<file path="config.mk">
export PLATFORM = sky130hd
export DESIGN_NAME = mode_flag_unit
export DESIGN_NICKNAME = d
export VERILOG_FILES = /design/src/rtl/mfu_pkg.sv /design/src/rtl/mfu_mode_ctl.sv /design/src/rtl/mfu_flags.sv /design/src/rtl/mfu_pins.sv /design/src/rtl/mode_flag_unit.sv
export SDC_FILE = /design/constraint.sdc
export NUM_CORES = 1
export LEC_CHECK = 0
export ABC_CLOCK_PERIOD_IN_PS = 1780
export BUFFER_PORTS_ARGS = -buffer_cell sky130_fd_sc_hd__buf_2
export CAP_MARGIN = 20
export CORE_UTILIZATION = 40
export CTS_CLUSTER_DIAMETER = 200
export DETAILED_ROUTE_END_ITERATION = 10
export HOLD_SLACK_MARGIN = 0.06
export PLACE_DENSITY = 0.85
export SLEW_MARGIN = 10
export SYNTH_ARGS = -nofsm -noshare
export SYNTH_HDL_FRONTEND = slang
export SYNTH_SLANG_ARGS = --single-unit
</file>
<file path="constraint.sdc">
create_clock -name clk -period 1.78 [get_ports clk]
set_clock_uncertainty 0.2 [all_clocks]
set_input_delay 0.356 -clock clk [delete_from_list [all_inputs] [get_ports clk]]
set_output_delay 0.356 -clock clk [all_outputs]
set_load 0.02 [all_outputs]
</file>
<file path="src/rtl/mfu_pkg.sv">
package mfu_pkg;
  localparam int FN_W  = 3;
  localparam int SEL_W = 5;
  localparam int AF_W  = 5;
  localparam int CF_W  = 5;
  localparam int AB_W  = 3;
  localparam int EN_W  = 2;
  localparam int PACK_W = AB_W + CF_W + AF_W;

  localparam int MB_OVF_EN = 5;
  localparam int MB_HI     = 8;

  localparam logic [SEL_W-1:0] SEL_CLR  = 5'd0;
  localparam logic [SEL_W-1:0] SEL_RD   = 5'd1;
  localparam logic [SEL_W-1:0] SEL_MODE = 5'd3;

  typedef enum logic [EN_W-1:0] {
    CS_HOLD = 2'd0,
    CS_LE   = 2'd1,
    CS_LT   = 2'd2,
    CS_EQ   = 2'd3
  } csel_e;

  function automatic logic cond_eval(input csel_e sel, input logic neg,
                                     input logic zero, input logic cur);
    case (sel)
      CS_LE:   return neg | zero;
      CS_LT:   return neg & ~zero;
      CS_EQ:   return zero;
      default: return cur;
    endcase
  endfunction

  function automatic logic [PACK_W-1:0] mode_pack(input logic [AB_W-1:0] ab,
                                                  input logic [CF_W-1:0] cf,
                                                  input logic [AF_W-1:0] af);
    return {ab, cf, af};
  endfunction

  function automatic logic exc_level(input logic hi, input logic st);
    return hi ? st : ~st;
  endfunction
endpackage

</file>
<file path="src/rtl/mfu_mode_ctl.sv">
module mfu_mode_ctl
  import mfu_pkg::*;
#(
  parameter int MW = 16
) (
  input  logic             clk,
  input  logic             rst_n,
  input  logic             s1_valid,
  input  logic [FN_W-1:0]  s1_func,
  input  logic [SEL_W-1:0] s1_sel,
  input  logic [AF_W-1:0]  s1_afld,
  input  logic [CF_W-1:0]  s1_cfld,
  input  logic [AB_W-1:0]  s1_abin,
  output logic [MW-1:0]    mode_q,
  output logic             clr_req,
  output logic             rd_req
);
  logic           misc;
  logic           mode_ld;
  logic [MW-1:0]  mode_nx;

  assign misc    = s1_valid && (s1_func == '0);
  assign mode_ld = misc && (s1_sel == SEL_MODE);
  assign rd_req  = misc && (s1_sel == SEL_RD);
  assign mode_nx = MW'(mode_pack(s1_abin, s1_cfld, s1_afld));
  assign clr_req = (misc && (s1_sel == SEL_CLR)) || (mode_ld && !mode_nx[MB_OVF_EN]);

  always_ff @(posedge clk) begin
    if (!rst_n)       mode_q <= '0;
    else if (mode_ld) mode_q <= mode_nx;
  end

  // a load shows its fields on the next edge
  a_r2_mode_load: assert property (@(posedge clk) disable iff (!rst_n)
    mode_ld |=> mode_q[PACK_W-1:0] == {$past(s1_abin), $past(s1_cfld), $past(s1_afld)});
  // without a load the mode word holds
  a_r12_mode_hold: assert property (@(posedge clk) disable iff (!rst_n)
    !mode_ld |=> $stable(mode_q));
endmodule

</file>
<file path="src/rtl/mfu_flags.sv">
module mfu_flags
  import mfu_pkg::*;
(
  input  logic            clk,
  input  logic            rst_n,
  input  logic            s3_valid,
  input  logic [FN_W-1:0] s3_func,
  input  logic [EN_W-1:0] s3_encn,
  input  logic            s3_neg,
  input  logic            s3_zero,
  input  logic            s3_ovf,
  input  logic            mode_hi,
  input  logic            clr_req,
  output logic            cr_q,
  output logic            zr_q,
  output logic            sr_q,
  output logic            sr_s3
);
  logic  s3_upd;
  csel_e csel;

  assign s3_upd = s3_valid && (s3_func != '0);
  assign csel   = csel_e'(s3_encn);
  assign sr_s3  = (s3_upd && (mode_hi || !sr_q)) ? s3_ovf : sr_q;

  always_ff @(posedge clk) begin
    if (!rst_n) begin
      cr_q <= 1'b1;
      zr_q <= 1'b1;
      sr_q <= 1'b0;
    end else begin
      if (s3_upd) begin
        cr_q <= cond_eval(csel, s3_neg, s3_zero, cr_q);
        if (csel != CS_HOLD) zr_q <= s3_zero;
      end
      sr_q <= clr_req ? 1'b0 : sr_s3;
    end
  end

  // a clear request always wins
  a_r4_clear_wins: assert property (@(posedge clk) disable iff (!rst_n)
    clr_req |=> !sr_q);
  // sticky status while polarity bit low
  a_r8_sticky: assert property (@(posedge clk) disable iff (!rst_n)
    (sr_q && !mode_hi && !clr_req) |=> sr_q);
  // no stage-3 update leaves condition and zero flags alone
  a_r9_idle: assert property (@(posedge clk) disable iff (!rst_n)
    !s3_upd |=> ($stable(cr_q) && $stable(zr_q)));
  // zero flag follows the indicator on a selecting entry
  a_r7_zero_flag: assert property (@(posedge clk) disable iff (!rst_n)
    (s3_upd && s3_encn != 2'd0) |=> (zr_q == $past(s3_zero)));
endmodule

</file>
<file path="src/rtl/mfu_pins.sv">
module mfu_pins
  import mfu_pkg::*;
(
  input  logic clk,
  input  logic rst_n,
  input  logic cr,
  input  logic zr,
  input  logic sr,
  input  logic mode_hi,
  output logic cond_pin,
  output logic zero_pin,
  output logic exc_pin
);
  always_ff @(posedge clk) begin
    if (!rst_n) begin
      cond_pin <= 1'b1;
      zero_pin <= 1'b1;
      exc_pin  <= 1'b1;
    end else begin
      cond_pin <= cr;
      zero_pin <= zr;
      exc_pin  <= exc_level(mode_hi, sr);
    end
  end

  // a rising condition flag reaches the pin one cycle later
  a_r10_cond_rise: assert property (@(posedge clk) disable iff (!rst_n)
    $rose(cr) |=> cond_pin);
  // active-low polarity shows a set status as a low pin
  a_r11_low_pol: assert property (@(posedge clk) disable iff (!rst_n)
    (sr && !mode_hi) |=> !exc_pin);
  a_r11_high_pol: assert property (@(posedge clk) disable iff (!rst_n)
    (sr && mode_hi) |=> exc_pin);
endmodule

</file>
<file path="src/rtl/mode_flag_unit.sv">
module mode_flag_unit
  import mfu_pkg::*;
#(
  parameter int MW = 16,
  parameter int XW = 32
) (
  input  logic          clk,
  input  logic          rst_n,
  input  logic          s1_valid,
  input  logic [2:0]    s1_func,
  input  logic [4:0]    s1_sel,
  input  logic [4:0]    s1_afld,
  input  logic [4:0]    s1_cfld,
  input  logic [2:0]    s1_abin,
  input  logic          s3_valid,
  input  logic [2:0]    s3_func,
  input  logic [1:0]    s3_encn,
  input  logic          s3_neg,
  input  logic          s3_zero,
  input  logic          s3_ovf,
  output logic [MW-1:0] mode_q,
  output logic          x_valid,
  output logic [XW-1:0] x_data,
  output logic          cond_pin,
  output logic          zero_pin,
  output logic          exc_pin
);
  logic clr_req, rd_req;
  logic cr_q, zr_q, sr_q, sr_s3;
  logic mode_hi;

  assign mode_hi = mode_q[MB_HI];

  mfu_mode_ctl #(.MW(MW)) u_mode (
    .clk(clk), .rst_n(rst_n), .s1_valid(s1_valid), .s1_func(s1_func),
    .s1_sel(s1_sel), .s1_afld(s1_afld), .s1_cfld(s1_cfld), .s1_abin(s1_abin),
    .mode_q(mode_q), .clr_req(clr_req), .rd_req(rd_req)
  );

  mfu_flags u_flags (
    .clk(clk), .rst_n(rst_n), .s3_valid(s3_valid), .s3_func(s3_func),
    .s3_encn(s3_encn), .s3_neg(s3_neg), .s3_zero(s3_zero), .s3_ovf(s3_ovf),
    .mode_hi(mode_hi), .clr_req(clr_req),
    .cr_q(cr_q), .zr_q(zr_q), .sr_q(sr_q), .sr_s3(sr_s3)
  );

  mfu_pins u_pins (
    .clk(clk), .rst_n(rst_n), .cr(cr_q), .zr(zr_q), .sr(sr_q),
    .mode_hi(mode_hi), .cond_pin(cond_pin), .zero_pin(zero_pin), .exc_pin(exc_pin)
  );

  always_ff @(posedge clk) begin
    if (!rst_n) begin
      x_valid <= 1'b0;
      x_data  <= '0;
    end else begin
      x_valid <= rd_req;
      if (rd_req) x_data <= XW'(sr_s3);
    end
  end

  // a read produces exactly one valid cycle
  a_r5_read_pulse: assert property (@(posedge clk) disable iff (!rst_n)
    rd_req |=> x_valid);
  a_r12_no_read: assert property (@(posedge clk) disable iff (!rst_n)
    !rd_req |=> !x_valid);
  // read data carries only the status bit
  a_r5_read_width: assert property (@(posedge clk) disable iff (!rst_n)
    x_valid |-> (x_data[XW-1:1] == '0));
endmodule

</file>
==> results of run 1 <==
==> layout by cell type, fill, tap and decap left out <==
master / count
and2_4: 1
nor2_1: 3
dfxtp_1: 21
conb_1: 34
o211ai_1: 1
a211oi_1: 1
clkinv_2: 1
ha_1: 1
nand2b_1: 4
nand3_1: 14
mux2i_1: 1
and2_1: 1
and2b_1: 1
buf_2: 50
a21oi_1: 1
nor3_1: 1
a311oi_1: 1
nor4b_4: 1
a21oi_2: 1
nand2_1: 15
nand3_2: 1
o21ai_2: 13
inv_1: 2
nand4bb_1: 1
o21ai_0: 4
clkbuf_4: 3
o31ai_2: 1
buf_12: 1
and3_1: 1
buf_4: 3
==> registers in the layout, indices dropped and copies added (netlist names) <==
name and flops:
u_flags.sr_q 1, u_flags.zr_q 1, u_pins.cond_pin 1, x_valid 1, u_mode.mode_q 13, u_pins.zero_pin 1
u_flags.cr_q 1, x_data 1, u_pins.exc_pin 1
==> final timing paths <==
path / end / start
setup reg to reg: x_data[0]$_SDFFE_PN0P_ / u_mode.mode_q[8]$_SDFFE_PN0P_
hold / removal: u_flags.zr_q$_SDFFE_PN1P_ / s3_zero
setup / recovery: x_data[0]$_SDFFE_PN0P_ / u_mode.mode_q[8]$_SDFFE_PN0P_
hold reg to reg: u_pins.cond_pin$_SDFF_PN1_ / u_flags.cr_q$_SDFFE_PN1P_
==> power by group <==
part	switching (mW)	internal (mW)	total (mW)
clock network	0.139	0.0837	0.222
registers	0.00283	0.479	0.481
logic	0.115	0.0513	0.166
==> cell type report <==
type / count / area, µm² / area share
Clock inverter: 1 / 5.00 / 0.00367
Inverter: 2 / 7.51 / 0.00551
Clock buffer: 3 / 22.5 / 0.0165
Multi-Input combinational cell: 103 / 576 / 0.422
Sequential cell: 21 / 420 / 0.309
Timing Repair Buffer: 54 / 293 / 0.215
Tap cell: 31 / 38.8 / 0.0285
==> cells by family after synthesis <==
logic type               count (synthesis)  share of synthesized area
AND/OR/NAND/NOR                         44                      0.205
buffers and inverters                   42                      0.259
AO/OA/AOI/OAI                           23                      0.156
flip-flops                              21                      0.357
multiplexers                             1                    0.00851
adder cells (fa/ha/maj)                  1                     0.0106
other                                    1                    0.00319
==> worst min-delay path: stages <==
cell and delay (ps):
buf_2 90, nand2_1 50, nand3_1 70
==> routing by layer <==
| layer | part of all wire | up-vias | track usage |
|---|---|---|---|
| li1 | - | 481 | - |
| met1 | 0.43 | 396 | 0.138 |
| met2 | 0.49 | 48 | 0.192 |
| met3 | 0.074 | 2 | 0.0279 |
| met4 | 0.012 | 0 | 0.0627 |
| met5 | 0 | - | 0 |
==> metrics by stage <==
stage | std cells | hold WS [ps] | instance area, µm²
floorplan | 166 | 204 | 1300
global placement | 211 | 220 | 1340
detailed placement | 211 | 222 | 1340
CTS | 215 | 73.7 | 1360
global route | 215 | 72.6 | 1360
finish | 215 | 84.0 | 1360
==> run metrics, run 1 <==
status=finished clean; Initial Utilization=0.423; total negative slack=0 ps; CP Class=reg2reg; Final Setup Violations=0; dpl ws=212 ps; Setup WS post-layout=367 ps; Clock Latency Late Sink=300 ps; Fin. Hold Viols=0; CTS Sinks=21; GRT overflow=0; CTS resizes=0; Yosys reg bits=21; largest net degree at the start of global routing=28; synth cell count leaders=buf_4 (35), dfxtp_1 (21), nand2_1 (15); post-CTS setup repair buffer count=0; top-count cell post-synth=buf_4; max-slew violations=0; top_reg_cell synth=dfxtp_1; syn avg cell area=8.84 µm²; Power Total=0.870 mW; TritonRoute pass-1 iters=2; DRC viols=0; CTS tree=built; IO buf count=50; post-route ant nets=0; Crit path max-delay family=flip-flops; reg2reg setup slack=370 ps; CP max stage delay=370 ps; leading area contributor after synthesis=dfxtp_1; Area Overhead vs Synth=15.9%; Clock transition at path regs=120 ps; first-pass GRT wire length=2860 µm; number of flops mapped to enable cells by yosys=0; worst r2r path cells=5; min cycle time layout=1410 ps; RSZ-0062 raised after global routing=false; HP Class=in2reg; Die Height=56.2 µm; Placer Congestion=0.664; layout cells sized above 1=0.413; Crit Path Max Fanout=3; Core Rows=19; hold depth=3; DR WL/cell=8.29 µm; Util after Layout=0.490; worst path required time=1770 ps; pwr dens=638 mW/mm²; worst path bufs/invs=1; synth warn=0; DIE WIDTH=56.2 µm; Via density=4.31; DP HPWL=1440 µm; Ant. Diodes=0; Mapped Cells=133; Data arrival, critical path=1400 ps; CP Cell Sequence=inv_1 -> ha_1 -> nor2_1 -> mux2i_1 -> a311oi_1; share of the cycle needed by the critical path after routing=0.794; CTS buffer count=3; drt first-iter violations=19; Seq/Total Area, Yosys=0.357; FFs w/ async S/R, synth=0; Root Buffer=clkbuf_4; vias in the first global route=696; CP Depth=5; max_cap viols=0; VDD IR max=482 µV; post-synth top area share=0.357; fmax=708 MHz; # nets final=219; CP endpoint kind=flop; Fillers=288; Total GRT Usage=0.116; final wirelength=1780 µm; leak pwr=0.694 nW; vias=927; die area=0.00316 mm²; Yosys cell types=28; ranking of synthesized cells by area=dfxtp_1 (36%), buf_4 (22%), o21ai_2 (9.7%); cts hold-fix bufs=0; Post-Syn Area=0.00118 mm²; CP max-delay cell=dfxtp_1; CORE AREA=0.00278 mm²; H-tree depth=1; maximum clock path buffer count=2; startpoint types=flop; Boundary Pins=85; initial antenna violation count=0
Note: power is estimated with default switching activity, not from simulation.
==> run 2, diff against run 1 <==
--- a/config.mk
+++ b/config.mk
@@ -5,7 +5,7 @@
 export SDC_FILE = /design/constraint.sdc
 export NUM_CORES = 1
 export LEC_CHECK = 0
-export ABC_CLOCK_PERIOD_IN_PS = 1780
+export ABC_CLOCK_PERIOD_IN_PS = 1300
 export BUFFER_PORTS_ARGS = -buffer_cell sky130_fd_sc_hd__buf_2
 export CAP_MARGIN = 20
 export CORE_UTILIZATION = 40
==> constraint.sdc (replaced) <==
create_clock -name clk -period 1.3 [get_ports clk]
set_clock_uncertainty 0.2 [all_clocks]
set_input_delay 0.26 -clock clk [delete_from_list [all_inputs] [get_ports clk]]
set_output_delay 0.26 -clock clk [all_outputs]
set_load 0.02 [all_outputs]
==> run 2 against run 1 <==
  * The flow now finishes with violations (setup timing)
  * Worst hold slack got worse by 11 ps
  * Cell count rose by 7.9%
  * Global-route usage rose by 3.4 points
  * Worst setup slack got worse by 400 ps
  * Sequential power rose by 37%
  * Register-to-register slack got worse by 380 ps
  * Non-clock buffer count rose by 17
  * Routed wire length rose by 27%
  * Sequential share of layout area fell by 4.8 points
  * Flip-flop and latch count did not move
  * Via count rose by 8.6%
  * Final area rose by 22%
  * Largest cell class unchanged
==> run metrics, run 2 (synthesis gave the netlist of run 1 again) <==
status=complete, but fails checks; failing checks=setup timing; VDD IR max=540 µV (+12%); max_cap viols=0 (unchanged); Clock transition at path regs=110 ps (about the same); DP HPWL=1490 µm (+3.6%); Core Rows=19 (unchanged); fmax=751 MHz; area of the multi-input gates=643 µm² (+12%); Initial Utilization=0.423 (unchanged); H-tree depth=1 (unchanged); FF-to-FF End=x_data[0]$_SDFFE_PN0P_; share of the cycle needed by the critical path after routing=1.02; drt first-iter violations=30 (+11); RSZ-0062 raised after global routing=true; CTS Sinks=21 (unchanged); Largest Register=u_mode.mode_q; CTS buffer count=3 (unchanged); initial antenna violation count=0 (unchanged); max reg flops=13 (unchanged); Via density=4.34 (+0.67%); Data arrival, critical path=870 ps (-530 ps); CP max stage delay=350 ps (-20 ps); Die Height=56.2 µm (unchanged); GRT overflow=0 (unchanged); Power Total=1.26 mW (+45%); Total GRT Usage=0.150 (+0.0340); Root Buffer=clkbuf_4; IO buf count=50 (unchanged); FF-to-FF Start=u_mode.mode_q[8]$_SDFFE_PN0P_; CP Cell Sequence=buf_6 -> buf_6; min cycle time layout=1330 ps; Fin. Hold Viols=0 (unchanged); Placer Congestion=0.671 (+1.1%); TritonRoute pass-1 iters=2 (unchanged); M2 GR Usage=0.286 (+0.0935); CP Class=reg2out; Setup crit start=u_mode.mode_q[8]$_SDFFE_PN0P_; DR WL/cell=9.78 µm (+18%); GR peak layer=met2; startpoint types=flop; CP endpoint kind=primary output; Fillers=259 (-10%); CP endpoint=mode_q[8]; # nets final=236 (+7.8%); CP max-delay cell=dfxtp_2; final wirelength=2270 µm (+27%); DIE WIDTH=56.2 µm (unchanged); Final Setup Violations=2 (+2); Seq. cell area=433 µm² (+3.0%); die area=0.00316 mm² (unchanged); max-slew violations=0 (unchanged); CORE AREA=0.00278 mm² (unchanged); Ant. Diodes=0 (unchanged); Clock Latency Late Sink=300 ps (about the same); reg2reg setup slack=-10 ps (-380 ps); DRC viols=0 (unchanged); critical path's most frequent cell=buf_6; layout cells sized above 1=0.483 (+0.0695); leak pwr=0.777 nW (+12%); largest net degree at the start of global routing=27 (-3.6%); worst path required time=840 ps (-930 ps); vias=1,007 (+8.6%); maximum clock path buffer count=2 (unchanged); Post-Place Cells=211 (unchanged); Crit Path Max Fanout=2 (-1); Boundary Pins=85 (unchanged); Layout Cells excl Fill=232 (+7.9%); worst r2r path cells=5 (unchanged); met3 Usage GRT=0.0140 (-0.0140); most common cell after layout, fill and taps aside=buf_2; worst hold slack=73.3 ps (-10.8 ps); first-pass GRT wire length=3740 µm (+31%); CTS tree=built; met1 Track Usage GR=0.164 (+0.0259); vias in the first global route=902 (+30%); Area Overhead vs Synth=41.3%; Util after Layout=0.597 (+0.108); pwr dens=757 mW/mm² (+19%); post-route ant nets=0 (unchanged); HP Class=in2reg; most frequent cells in the layout=buf_2 (37), conb_1 (34), dlygate4sd3_1 (16); Setup WS post-layout=-32.2 ps (-399 ps)
-- run 2: changes by cell type in the layout (fill, tap and decap cells not counted), moves of 2 or more --
cell	previous run	this run
buf_2	50	37
nand3_1	14	7
dlygate4sd3_1	0	16
dfxtp_2	0	10
buf_4	3	14
buf_6	0	2
nand3_2	1	8
dfxtp_1	21	11
-- run 2: worst max-delay path: cells and delay by family, from the launching register on --
kind	cells	cell delay, ps
flip-flops	1	350
buffers and inverters	2	230
-- run 2: through the flow --
stage	TNS (ps)	setup slack [ps]	instance area, µm²
after floorplan	-316	-47.1	1340
after global placement	-2000	-153	1390
after detailed placement	-2640	-201	1390
after CTS	-81.6	-43.9	1630
after global routing	-122	-63.9	1660
final	-41.8	-32.2	1660
-- run 2: what timing repair did --
item,CTS,global route
setup endpoints to repair,9,15
gates resized for setup,14,18
endpoints found under the hold margin,18,0
pin swaps,2,3
setup buffers,1,0
hold buffers,16,0
-- run 2: routing by layer --
metal,share of wire,vias up
met2,0.55,49
met5,0,-
li1,-,518
met3,0.052,4
met4,0.017,0
met1,0.38,436
-- run 2: power breakdown --
group	internal, mW	switching, mW	total [mW]
Clock	0.120	0.191	0.310
Combinational	0.112	0.174	0.286
Sequential	0.655	0.00602	0.661
-- run 2: worst min-delay path by stage --
stage | from | to | slack [ps] | depth (start not counted)
floorplan | rst_n | u_pins.cond_pin$_SDFF_PN1_ | 130 | 1
global placement | u_flags.zr_q$_SDFFE_PN1P_ | u_pins.zero_pin$_SDFF_PN1_ | 220 | 1
detailed placement | u_flags.cr_q$_SDFFE_PN1P_ | u_pins.cond_pin$_SDFF_PN1_ | 240 | 1
CTS | s3_zero | u_flags.cr_q$_SDFFE_PN1P_ | 70 | 3
global route | rst_n | u_mode.mode_q[5]$_SDFFE_PN0P_ | 90 | 3
finish | s3_zero | u_flags.cr_q$_SDFFE_PN1P_ | 70 | 3
-- run 2: layout make-up --
cell class / count / area share
Clock buffer: 4 / 0.0158
Sequential cell: 21 / 0.261
Timing Repair Buffer: 71 / 0.309
Multi-Input combinational cell: 103 / 0.387
Tap cell: 31 / 0.0233
Inverter: 2 / 0.00452
